`src/rtl/pcfg_pkg.sv`:
```
package pcfg_pkg;

  typedef enum logic [3:0] {
    ST_IDLE,
    ST_PROG,
    ST_INITW,
    ST_PUT,
    ST_FALL,
    ST_RISE,
    ST_POST,
    ST_BRISE,
    ST_DESEL,
    ST_WROFF,
    ST_DWAIT,
    ST_DRISE
  } stage_t;

  typedef logic [1:0] err_t;
  localparam err_t ERR_NONE = 2'd0;
  localparam err_t ERR_INIT = 2'd1;
  localparam err_t ERR_BUSY = 2'd2;
  localparam err_t ERR_DONE = 2'd3;

  typedef struct packed {
    logic divLoad;
    logic toLoad;
    logic remLoad;
    logic takeByte;
    logic progSet;
    logic progClr;
    logic selSet;
    logic selClr;
    logic wrSet;
    logic wrClr;
    logic clkHi;
    logic clkLo;
    logic allOff;
    logic doneP;
    logic abortP;
    logic errClr;
    logic errSet;
    err_t errVal;
  } ctl_t;

  typedef struct packed {
    logic tick;
    logic toZero;
    logic remZero;
  } stat_t;

endpackage

```
`src/rtl/pcfg_downcnt.sv`:
```
module pcfg_downcnt #(
  parameter int W    = 8,
  parameter bit WRAP = 1'b0
) (
  input  logic         clk,
  input  logic         rstN,
  input  logic         load,
  input  logic [W-1:0] loadVal,
  output logic         zero
);

  logic [W-1:0] cnt;
  logic         reload;

  generate
    if (WRAP) begin : g_wrap
      assign reload = load || (cnt == '0);
    end else begin : g_hold
      assign reload = load;
    end
  endgenerate

  always_ff @(posedge clk or negedge rstN) begin
    if (!rstN) begin
      cnt <= '0;
    end else if (reload) begin
      cnt <= loadVal;
    end else if (cnt != '0) begin
      cnt <= cnt - W'(1);
    end
  end

  assign zero = (cnt == '0);

endmodule

```
`src/rtl/pcfg_datapath.sv`:
```
module pcfg_datapath
  import pcfg_pkg::*;
#(
  parameter int LEN_W          = 16,
  parameter int DIV_W          = 8,
  parameter int TIMEOUT_CYCLES = 1000
) (
  input  logic             clk,
  input  logic             rstN,
  input  ctl_t             ctl,
  input  logic [LEN_W-1:0] byteCount,
  input  logic [DIV_W-1:0] halfDiv,
  input  logic [7:0]       inData,
  output stat_t            stat,
  output logic             progOut,
  output logic             selOut,
  output logic             wrOut,
  output logic             cclkOut,
  output logic [7:0]       dataOut,
  output logic             loadDone,
  output logic             abortPulse,
  output err_t             errCode
);

  localparam int TO_W = $clog2(TIMEOUT_CYCLES + 1);
  localparam logic [TO_W-1:0] TO_RELOAD = TO_W'(TIMEOUT_CYCLES - 1);

  logic [LEN_W-1:0] remCnt;
  logic             tickW;
  logic             toZeroW;

  pcfg_downcnt #(.W(DIV_W), .WRAP(1'b1)) i_div (
    .clk(clk), .rstN(rstN), .load(ctl.divLoad), .loadVal(halfDiv), .zero(tickW)
  );

  pcfg_downcnt #(.W(TO_W), .WRAP(1'b0)) i_tmo (
    .clk(clk), .rstN(rstN), .load(ctl.toLoad), .loadVal(TO_RELOAD), .zero(toZeroW)
  );

  always_ff @(posedge clk or negedge rstN) begin
    if (!rstN) begin
      remCnt     <= '0;
      progOut    <= 1'b0;
      selOut     <= 1'b0;
      wrOut      <= 1'b0;
      cclkOut    <= 1'b0;
      dataOut    <= '0;
      loadDone   <= 1'b0;
      abortPulse <= 1'b0;
      errCode    <= ERR_NONE;
    end else begin
      if (ctl.remLoad)       remCnt <= byteCount;
      else if (ctl.takeByte) remCnt <= remCnt - LEN_W'(1);

      if (ctl.allOff)       progOut <= 1'b0;
      else if (ctl.progSet) progOut <= 1'b1;
      else if (ctl.progClr) progOut <= 1'b0;

      if (ctl.allOff)      selOut <= 1'b0;
      else if (ctl.selSet) selOut <= 1'b1;
      else if (ctl.selClr) selOut <= 1'b0;

      if (ctl.allOff)     wrOut <= 1'b0;
      else if (ctl.wrSet) wrOut <= 1'b1;
      else if (ctl.wrClr) wrOut <= 1'b0;

      if (ctl.allOff)     cclkOut <= 1'b0;
      else if (ctl.clkHi) cclkOut <= 1'b1;
      else if (ctl.clkLo) cclkOut <= 1'b0;

      if (ctl.allOff)        dataOut <= '0;
      else if (ctl.takeByte) dataOut <= inData;

      loadDone   <= ctl.doneP;
      abortPulse <= ctl.abortP;

      if (ctl.errClr)      errCode <= ERR_NONE;
      else if (ctl.errSet) errCode <= ctl.errVal;
    end
  end

  assign stat.tick    = tickW;
  assign stat.toZero  = toZeroW;
  assign stat.remZero = (remCnt == '0);

endmodule

```
`src/rtl/pcfg_ctrl.sv`:
```
module pcfg_ctrl
  import pcfg_pkg::*;
#(
  parameter bit CHECK_BUSY = 1'b1
) (
  input  logic  clk,
  input  logic  rstN,
  input  logic  start,
  input  logic  inValid,
  input  logic  initIn,
  input  logic  busyIn,
  input  logic  doneIn,
  input  stat_t stat,
  output ctl_t  ctl,
  output logic  inReady
);

  stage_t state, nxt;
  logic   abortReq;
  err_t   abortCode;
  logic   busyChk;

  assign busyChk = CHECK_BUSY && busyIn;
  assign inReady = (state == ST_PUT);

  always_comb begin
    ctl       = '0;
    nxt       = state;
    abortReq  = 1'b0;
    abortCode = ERR_NONE;
    unique case (state)
      ST_IDLE: begin
        ctl.divLoad = 1'b1;
        if (start) begin
          ctl.remLoad = 1'b1;
          ctl.errClr  = 1'b1;
          ctl.progSet = 1'b1;
          nxt         = ST_PROG;
        end
      end
      ST_PROG: if (stat.tick) begin
        ctl.progClr = 1'b1;
        ctl.toLoad  = 1'b1;
        nxt         = ST_INITW;
      end
      ST_INITW: begin
        if (stat.tick && !(initIn && busyIn)) begin
          ctl.wrSet  = 1'b1;
          ctl.selSet = 1'b1;
          ctl.clkHi  = 1'b1;
          nxt        = stat.remZero ? ST_DESEL : ST_PUT;
        end else if (stat.toZero) begin
          abortReq  = 1'b1;
          abortCode = ERR_INIT;
        end
      end
      ST_PUT: if (inValid) begin
        ctl.takeByte = 1'b1;
        nxt          = ST_FALL;
      end
      ST_FALL: if (stat.tick) begin
        ctl.clkLo = 1'b1;
        nxt       = ST_RISE;
      end
      ST_RISE: if (stat.tick) begin
        ctl.clkHi  = 1'b1;
        ctl.toLoad = 1'b1;
        nxt        = ST_POST;
      end
      ST_POST: begin
        if (stat.tick && !busyChk) begin
          nxt = stat.remZero ? ST_DESEL : ST_PUT;
        end else if (stat.toZero) begin
          abortReq  = 1'b1;
          abortCode = ERR_BUSY;
        end else if (stat.tick) begin
          ctl.clkLo = 1'b1;
          nxt       = ST_BRISE;
        end
      end
      ST_BRISE: begin
        if (stat.toZero) begin
          abortReq  = 1'b1;
          abortCode = ERR_BUSY;
        end else if (stat.tick) begin
          ctl.clkHi = 1'b1;
          nxt       = ST_POST;
        end
      end
      ST_DESEL: if (stat.tick) begin
        ctl.selClr = 1'b1;
        nxt        = ST_WROFF;
      end
      ST_WROFF: if (stat.tick) begin
        ctl.wrClr  = 1'b1;
        ctl.toLoad = 1'b1;
        nxt        = ST_DWAIT;
      end
      ST_DWAIT: begin
        if (stat.tick && doneIn) begin
          ctl.allOff = 1'b1;
          ctl.doneP  = 1'b1;
          nxt        = ST_IDLE;
        end else if (stat.toZero) begin
          abortReq  = 1'b1;
          abortCode = ERR_DONE;
        end else if (stat.tick) begin
          ctl.clkLo = 1'b1;
          nxt       = ST_DRISE;
        end
      end
      ST_DRISE: begin
        if (stat.toZero) begin
          abortReq  = 1'b1;
          abortCode = ERR_DONE;
        end else if (stat.tick) begin
          ctl.clkHi = 1'b1;
          nxt       = ST_DWAIT;
        end
      end
      default: nxt = ST_IDLE;
    endcase
    if (abortReq) begin
      ctl.allOff = 1'b1;
      ctl.abortP = 1'b1;
      ctl.errSet = 1'b1;
      ctl.errVal = abortCode;
      nxt        = ST_IDLE;
    end
  end

  always_ff @(posedge clk or negedge rstN) begin
    if (!rstN) state <= ST_IDLE;
    else       state <= nxt;
  end

endmodule

```
`src/rtl/pcfg_loader.sv`:
```
module pcfg_loader
  import pcfg_pkg::*;
#(
  parameter int LEN_W          = 16,
  parameter int DIV_W          = 8,
  parameter int TIMEOUT_CYCLES = 1000,
  parameter bit CHECK_BUSY     = 1'b1
) (
  input  logic             clk,
  input  logic             rstN,
  input  logic             start,
  input  logic [LEN_W-1:0] byteCount,
  input  logic [DIV_W-1:0] halfDiv,
  input  logic [7:0]       inData,
  input  logic             inValid,
  output logic             inReady,
  input  logic             initIn,
  input  logic             busyIn,
  input  logic             doneIn,
  output logic             progOut,
  output logic             selOut,
  output logic             wrOut,
  output logic             cclkOut,
  output logic [7:0]       dataOut,
  output logic             loadDone,
  output logic             abortPulse,
  output logic [1:0]       errCode
);

  ctl_t  ctl;
  stat_t stat;

  pcfg_ctrl #(.CHECK_BUSY(CHECK_BUSY)) i_ctrl (
    .clk(clk), .rstN(rstN), .start(start), .inValid(inValid),
    .initIn(initIn), .busyIn(busyIn), .doneIn(doneIn),
    .stat(stat), .ctl(ctl), .inReady(inReady)
  );

  pcfg_datapath #(
    .LEN_W(LEN_W), .DIV_W(DIV_W), .TIMEOUT_CYCLES(TIMEOUT_CYCLES)
  ) i_dp (
    .clk(clk), .rstN(rstN), .ctl(ctl), .byteCount(byteCount),
    .halfDiv(halfDiv), .inData(inData), .stat(stat),
    .progOut(progOut), .selOut(selOut), .wrOut(wrOut), .cclkOut(cclkOut),
    .dataOut(dataOut), .loadDone(loadDone), .abortPulse(abortPulse),
    .errCode(errCode)
  );

endmodule

```
`config.mk`:
```
export PLATFORM = sky130hd
export DESIGN_NAME = pcfg_loader
export DESIGN_NICKNAME = d
export VERILOG_FILES = /design/src/rtl/pcfg_pkg.sv /design/src/rtl/pcfg_downcnt.sv /design/src/rtl/pcfg_datapath.sv /design/src/rtl/pcfg_ctrl.sv /design/src/rtl/pcfg_loader.sv
export SDC_FILE = /design/constraint.sdc
export NUM_CORES = 1
export LEC_CHECK = 0
export BUFFER_PORTS_ARGS = -buffer_cell sky130_fd_sc_hd__buf_4
export CAP_MARGIN = 25
export CORE_MARGIN = 10
export CORE_UTILIZATION = 30
export CTS_CLUSTER_SIZE = 24
export DETAILED_ROUTE_END_ITERATION = 16
export PLACE_DENSITY = 0.54
export SYNTH_ARGS = -nofsm -noshare
export SYNTH_HDL_FRONTEND = slang
export SYNTH_SLANG_ARGS = --single-unit
export TNS_END_PERCENT = 5
```
`constraint.sdc`:
```
create_clock -name clk -period 7 [get_ports clk]
set_clock_uncertainty 0.15 [all_clocks]
set_input_delay 2.1 -clock clk [delete_from_list [all_inputs] [get_ports clk]]
set_output_delay 2.1 -clock clk [all_outputs]
set_load 0.02 [all_outputs]
```
# After elaboration in Yosys (flattened, before gate mapping)
# Index checks and enable logic that the tools add are counted.
# W data, S select, Z words.
# word_totals
reg_bits	54
latchBits	0
mem_bits_rw	0
mem_bits_ro	0
input_bits	39
output_inout_bits	17
elab_cells	138
n_memories	0
# classes
addsub	3
n_mul	0
div_mod_pow	0
magnitude_cmp	0
n_eq_ne	23
shifts	0
n_mux	75
bitwise	0
n_reduce_logical	25
# ops
op	count
$mux W4	18
$pmux W4 S12	1
$mux W1	35
$mux W16	2
$mux W8	4
$mux W10	2
$eq A4 B3 Y1 const B	4
$eq A4 B4 Y1 const B	4
$logic_not A16 Y1	1
$mux W2	8
$sub A16 B1 Y16 const B	1
$ne A3 B1 Y1 const B	4
$reduce_and A12 Y1	1
$reduce_bool A3 Y1	4
$logic_not A10 Y1	1
$pmux W2 S5	1
$reduce_bool A10 Y1	1
$reduce_bool A2 Y1	5
$sub A10 B1 Y10 const B	1
$eq A4 B2 Y1 const B	2
$logic_not A8 Y1	1
$ne A4 B1 Y1 const B	2
$ne A4 B4 Y1 const B	2
$reduce_bool A8 Y1	1
13 further kinds	20

# Logic depth before layout (Yosys ltp)
# logic_depth
word_depth	8
ltp_mapped	9
mapped_depth_nobuf	8

# Cells and area by module
# Synthesis repeated with hierarchy kept, for this count alone.
# unflattened
cells_unflattened	346
hier_area_um2	3357.0
# modules_own_cells
module	n_inst	cells_each	area_per_inst_um2	seq_area_each_um2
pcfg_datapath	1	147	1532.7	800.8
pcfg_ctrl	1	87	694.4	100.1
pcfg_downcnt at i_dp.i_tmo	1	68	620.6	250.2
pcfg_downcnt at i_dp.i_div	1	44	509.2	200.2

# Worst setup path after synthesis
# No wires, ideal clock.
# synth_timing
kind	input to register
startpoint	input port doneIn
endpoint	register i_dp.cclkOut
setup_ns	0.129
arrival_ns	3.407
required_ns	6.721
slack_ns	3.314
stages	7
n_path_buf	1
cell_sequence	or3b_2 -> a21oi_1 -> a211oi_1 -> a21oi_4 -> or2_4 -> buf_8 -> a21oi_2
# synth_via
elab_chain_len	5
word_cells_on_any_way	10
classes_between	mux (8); reduce/logical (2)
# synth_lines
element	line_no	text
start: declaration	pcfg_loader.sv:19	input logic doneIn,
$logic_and A1 B1 Y1 *	pcfg_ctrl.sv:100	if (stat.tick && doneIn) begin
$mux W1 / $mux W2 (equally long branches)	pcfg_ctrl.sv:100	
$pmux W1 S4 / $mux W2 (equally long branches)	pcfg_ctrl.sv:31	unique case (state)
$mux W1	pcfg_ctrl.sv:123	if (abortReq) begin
$reduce_bool A3 Y1 (no line) / $mux W1 (equally long branches)	-	
end signal: assignment	pcfg_datapath.sv:67	if (ctl.allOff) cclkOut <= 1'b0;
end signal: assignment	pcfg_datapath.sv:68	else if (ctl.clkHi) cclkOut <= 1'b1;
end signal: assignment	pcfg_datapath.sv:69	else if (ctl.clkLo) cclkOut <= 1'b0;
end: declaration	pcfg_datapath.sv:18	output logic cclkOut,
# Every way passes the cells marked *; elsewhere a longest branch is shown, timed or not.
# A chain may end at the register's enable or synchronous reset.

# Final worst setup path
# layout_timing
startpoint	register i_ctrl.state[2]
endpoint	output port inReady
# layout_via
elab_chain_len	1
# layout_lines
element	line_no	text
start: declaration	pcfg_ctrl.sv:18	stage_t state, nxt;
start signal: assignment	pcfg_ctrl.sv:134	else state <= nxt;
$eq A4 B2 Y1	pcfg_ctrl.sv:24	assign inReady = (state == ST_PUT);
end: declaration	pcfg_loader.sv:16	output logic inReady,
# Every way passes these cells.

==> results.py <==
metrics = {
    "cts": {
        "clk_pin_slew_ns": 0.11,
        "cts_tree": "built",
        "cts-htree-levels": 2,
        "cts_buffers": 5,
        "clock_sink_count": 54,
        "worstSkewPairLatency_ns": 0.31,
        "clockBufferDepth": 2,
        "cts-root-buf": "clkbuf_8",
        "cts_hold_buffers": 0,
        "cts_resized": 0,
        "postCtsSetupRepairBufs": 0,
    },
    "synth": {
        "yosysSeqAreaShare_pct": 44.78,
        "ys_ff_latch": 54,
        "yosysMostFrequentCell": "dfrtp_1",
        "synth-edff-count": 0,
        "syn_nets": 381,
        "synth_ff_type": "dfrtp_1",
        "yosysTopAreaCell": "dfrtp_1",
        "synth_common_cells": "dfrtp_1 (54), nand2_1 (51), nor2_1 (35)",
        "ys_warn_count": 0,
        "syn-instance-count": 337,
        "syn-cell-area_mm2": 0.003018,
        "synth_top_cell_area_share_pct": 44.78,
        "yosys-top-cells-area": "dfrtp_1 (45%), nand2_1 (6.3%), a21oi_1 (5.3%)",
        "async_flop_share_pct": 100.0,
        "postSynthAreaPerCell_um2": 8.955,
        "ys_types": 54,
    },
    "sta": {
        "tightest_slew_ns": 0.7073,
        "max_freq_mhz": 269.1,
        "period_share_pct": 53.10,
        "grt_setup_unrepaired": "no",
        "final_hold_viol_count": 0,
        "fin_crit_ns": 3.717,
        "maxSlewHeadroom_pct": 52.49,
        "whs_ns": 0.3628,
        "drv_slew": 0,
        "fin_ws_ns": 3.283,
        "setup_violations": 0,
        "fin_tns_setup_ns": 0,
    },
    "hold_path": {
        "min_path_type": "register to register",
        "hold_depth": 2,
    },
    "floorplanning": {
        "fp.dieH_um": 120.3,
        "core_area_mm2": 0.009774,
        "die_area_mm2": 0.01447,
        "rows": 36,
        "die_x_um": 120.3,
        "io_pins": 56,
        "floorplan.initialDensity_pct": 30.88,
    },
    "finish": {
        "fillers": 1036,
        "drive_above_1_share_pct": 22.05,
        "syn_to_final_growth_pct": 21.68,
        "finalNonFillerCells": 523,
        "insertedDiodeCount": 0,
        "finalNetCount": 433,
    },
    "critical_path": {
        "cp.arrival_ns": 1.47,
        "critPathRequiredTime_ns": 4.75,
        "startpoint_type": "register",
        "worstSetupPathType": "register to primary output",
        "reg2reg_slack_ns": 4.15,
        "endpoint_kind": "primary output",
        "path_max_fanout": 16,
        "ff2ff_path_depth": 6,
    },
    "grt": {
        "antenna_found_initial": 0,
        "gr-usage-met1_pct": 15.30,
        "grt_pass1_vias": 2560,
        "globalRoute.busiestLayer": "met2",
        "grt_max_degree": 55,
        "grt_overflow_total": 0,
        "gr-usage-met3_pct": 2.094,
        "grtUsageTotal_pct": 10.76,
        "grt_pass1_wl_um": 12940,
        "met2_usage_pct": 15.99,
    },
    "job": {
        "maxCapViolCount": 0,
    },
    "routing": {
        "drtIter0Drc": 154,
        "viasPerCell": 4.847,
        "dr.pass1.iters": 4,
        "wl_per_cell_um": 14.66,
        "routed_wl_um": 7669,
        "vias": 2535,
        "drc": 0,
        "detail-route-antenna-nets": 0,
    },
    "pwr": {
        "power.share.sequential_pct": 41.4,
        "power.total_mw": 1.443,
        "p_switching_mw": 0.5925,
        "powerDensity_mw_per_mm2": 392.8,
        "leakagePower_nw": 1.539,
        "intPower_mw": 0.8501,
        "power_frac_comb_pct": 42.8,
        "p_sw_share_pct": 41.07,
        "p_clk_share_pct": 15.7,
        "ir_drop_mv": 0.1724,
    },
    "placed_design": {
        "placed_cells": 515,
        "dpl_worst_slack_ns": 3.005,
        "place.gp.congestion": 0.8978,
        "port-buffer-count": 55,
        "place_hpwl_um": 5801,
    },
    "outcome": {
        "outcome": "completed",
    },
}
-- layer usage --
metal | routed length, um | vias up
li1 | - | 1280
met4 | 99 | 0
met5 | 0 | -
met1 | 3719 | 1190
met3 | 427 | 5
met2 | 3423 | 60
-- placed cells by master (no fill, tap or decap), types with 4 or more instances in the layout --
| cell | n |
|---|---|
| nor2_1 | 35 |
| inv_1 | 11 |
| dfrtp_1 | 54 |
| o21ai_0 | 14 |
| xor2_1 | 10 |
| nand2_1 | 51 |
| a21oi_1 | 32 |
| nor2b_1 | 4 |
| nand2b_1 | 4 |
| clkbuf_8 | 6 |
| buf_4 | 56 |
| nand3_1 | 8 |
| nor4_1 | 5 |
| a21oi_2 | 8 |
| xnor2_1 | 15 |
| nor3_1 | 16 |
| ha_1 | 5 |
-- worst max-delay path: stages (launching register included) --
cell      delay [ns]
dfrtp_1         0.57
and4bb_2        0.43
buf_4           0.16
-- cell type report --
type,count,area (um2),share of cell area (%)
Multi-Input combinational cell,261,1572,42.79
Timing Repair Buffer,56,420.4,11.45
Sequential cell,54,1351,36.80
Clock buffer,6,82.58,2.249
Inverter,11,41.29,1.124
Clock inverter,2,38.79,1.056
Tap cell,133,166.4,4.532
-- per-stage QoR --
step                instance area [um2]  util [%]
global route                       3672     37.57
global placement                   3551     36.33
detailed placement                 3551     36.33
CTS                                3672     37.57
finish                             3672     37.57
floorplan                          3018         -
-- path summary, 6_finish.rpt --
path,from,endpoint
worst max-delay path,i_ctrl.state[2],inReady
worst min-delay path,i_dp.i_tmo.cnt[2],i_dp.i_tmo.cnt[2]
worst max register to register,i_dp.i_tmo.cnt[3],i_dp.progOut
worst min register to register,i_dp.i_tmo.cnt[2],i_dp.i_tmo.cnt[2]
max in group asynchronous,rstN,i_dp.errCode[1]
min in group asynchronous,rstN,i_dp.i_tmo.cnt[3]
-- power by group through the flow --
stage	registers [mW]	clock network, mW	logic, mW
2_1_floorplan	0.585	0	0.453
3_3_place_gp	0.602	0	0.614
3_5_place_dp	0.600	0	0.628
4_1_cts	0.598	0.235	0.628
5_1_grt	0.626	0.247	0.707
6_report	0.598	0.227	0.618
-- registers in the layout, summed over array words and instances (netlist names) --
name             flops
i_dp.wrOut           1
i_dp.dataOut         8
i_dp.cclkOut         1
i_dp.i_tmo.cnt      10
i_dp.i_div.cnt       8
i_dp.abortPulse      1
i_dp.progOut         1
i_dp.remCnt         16
i_ctrl.state         4
i_dp.errCode         2
i_dp.loadDone        1
i_dp.selOut          1
-- logic make-up after synthesis --
kind of cell | after synthesis | synth area share, %
buf+inv | 22 | 3.151
simple gates | 150 | 25.12
compound gates | 78 | 16.63
mux | 3 | 0.9951
fa+ha+maj | 5 | 2.073
xor+xnor | 25 | 7.255
flops | 54 | 44.78
No activity file was read; power rests on OpenSTA's default activity.
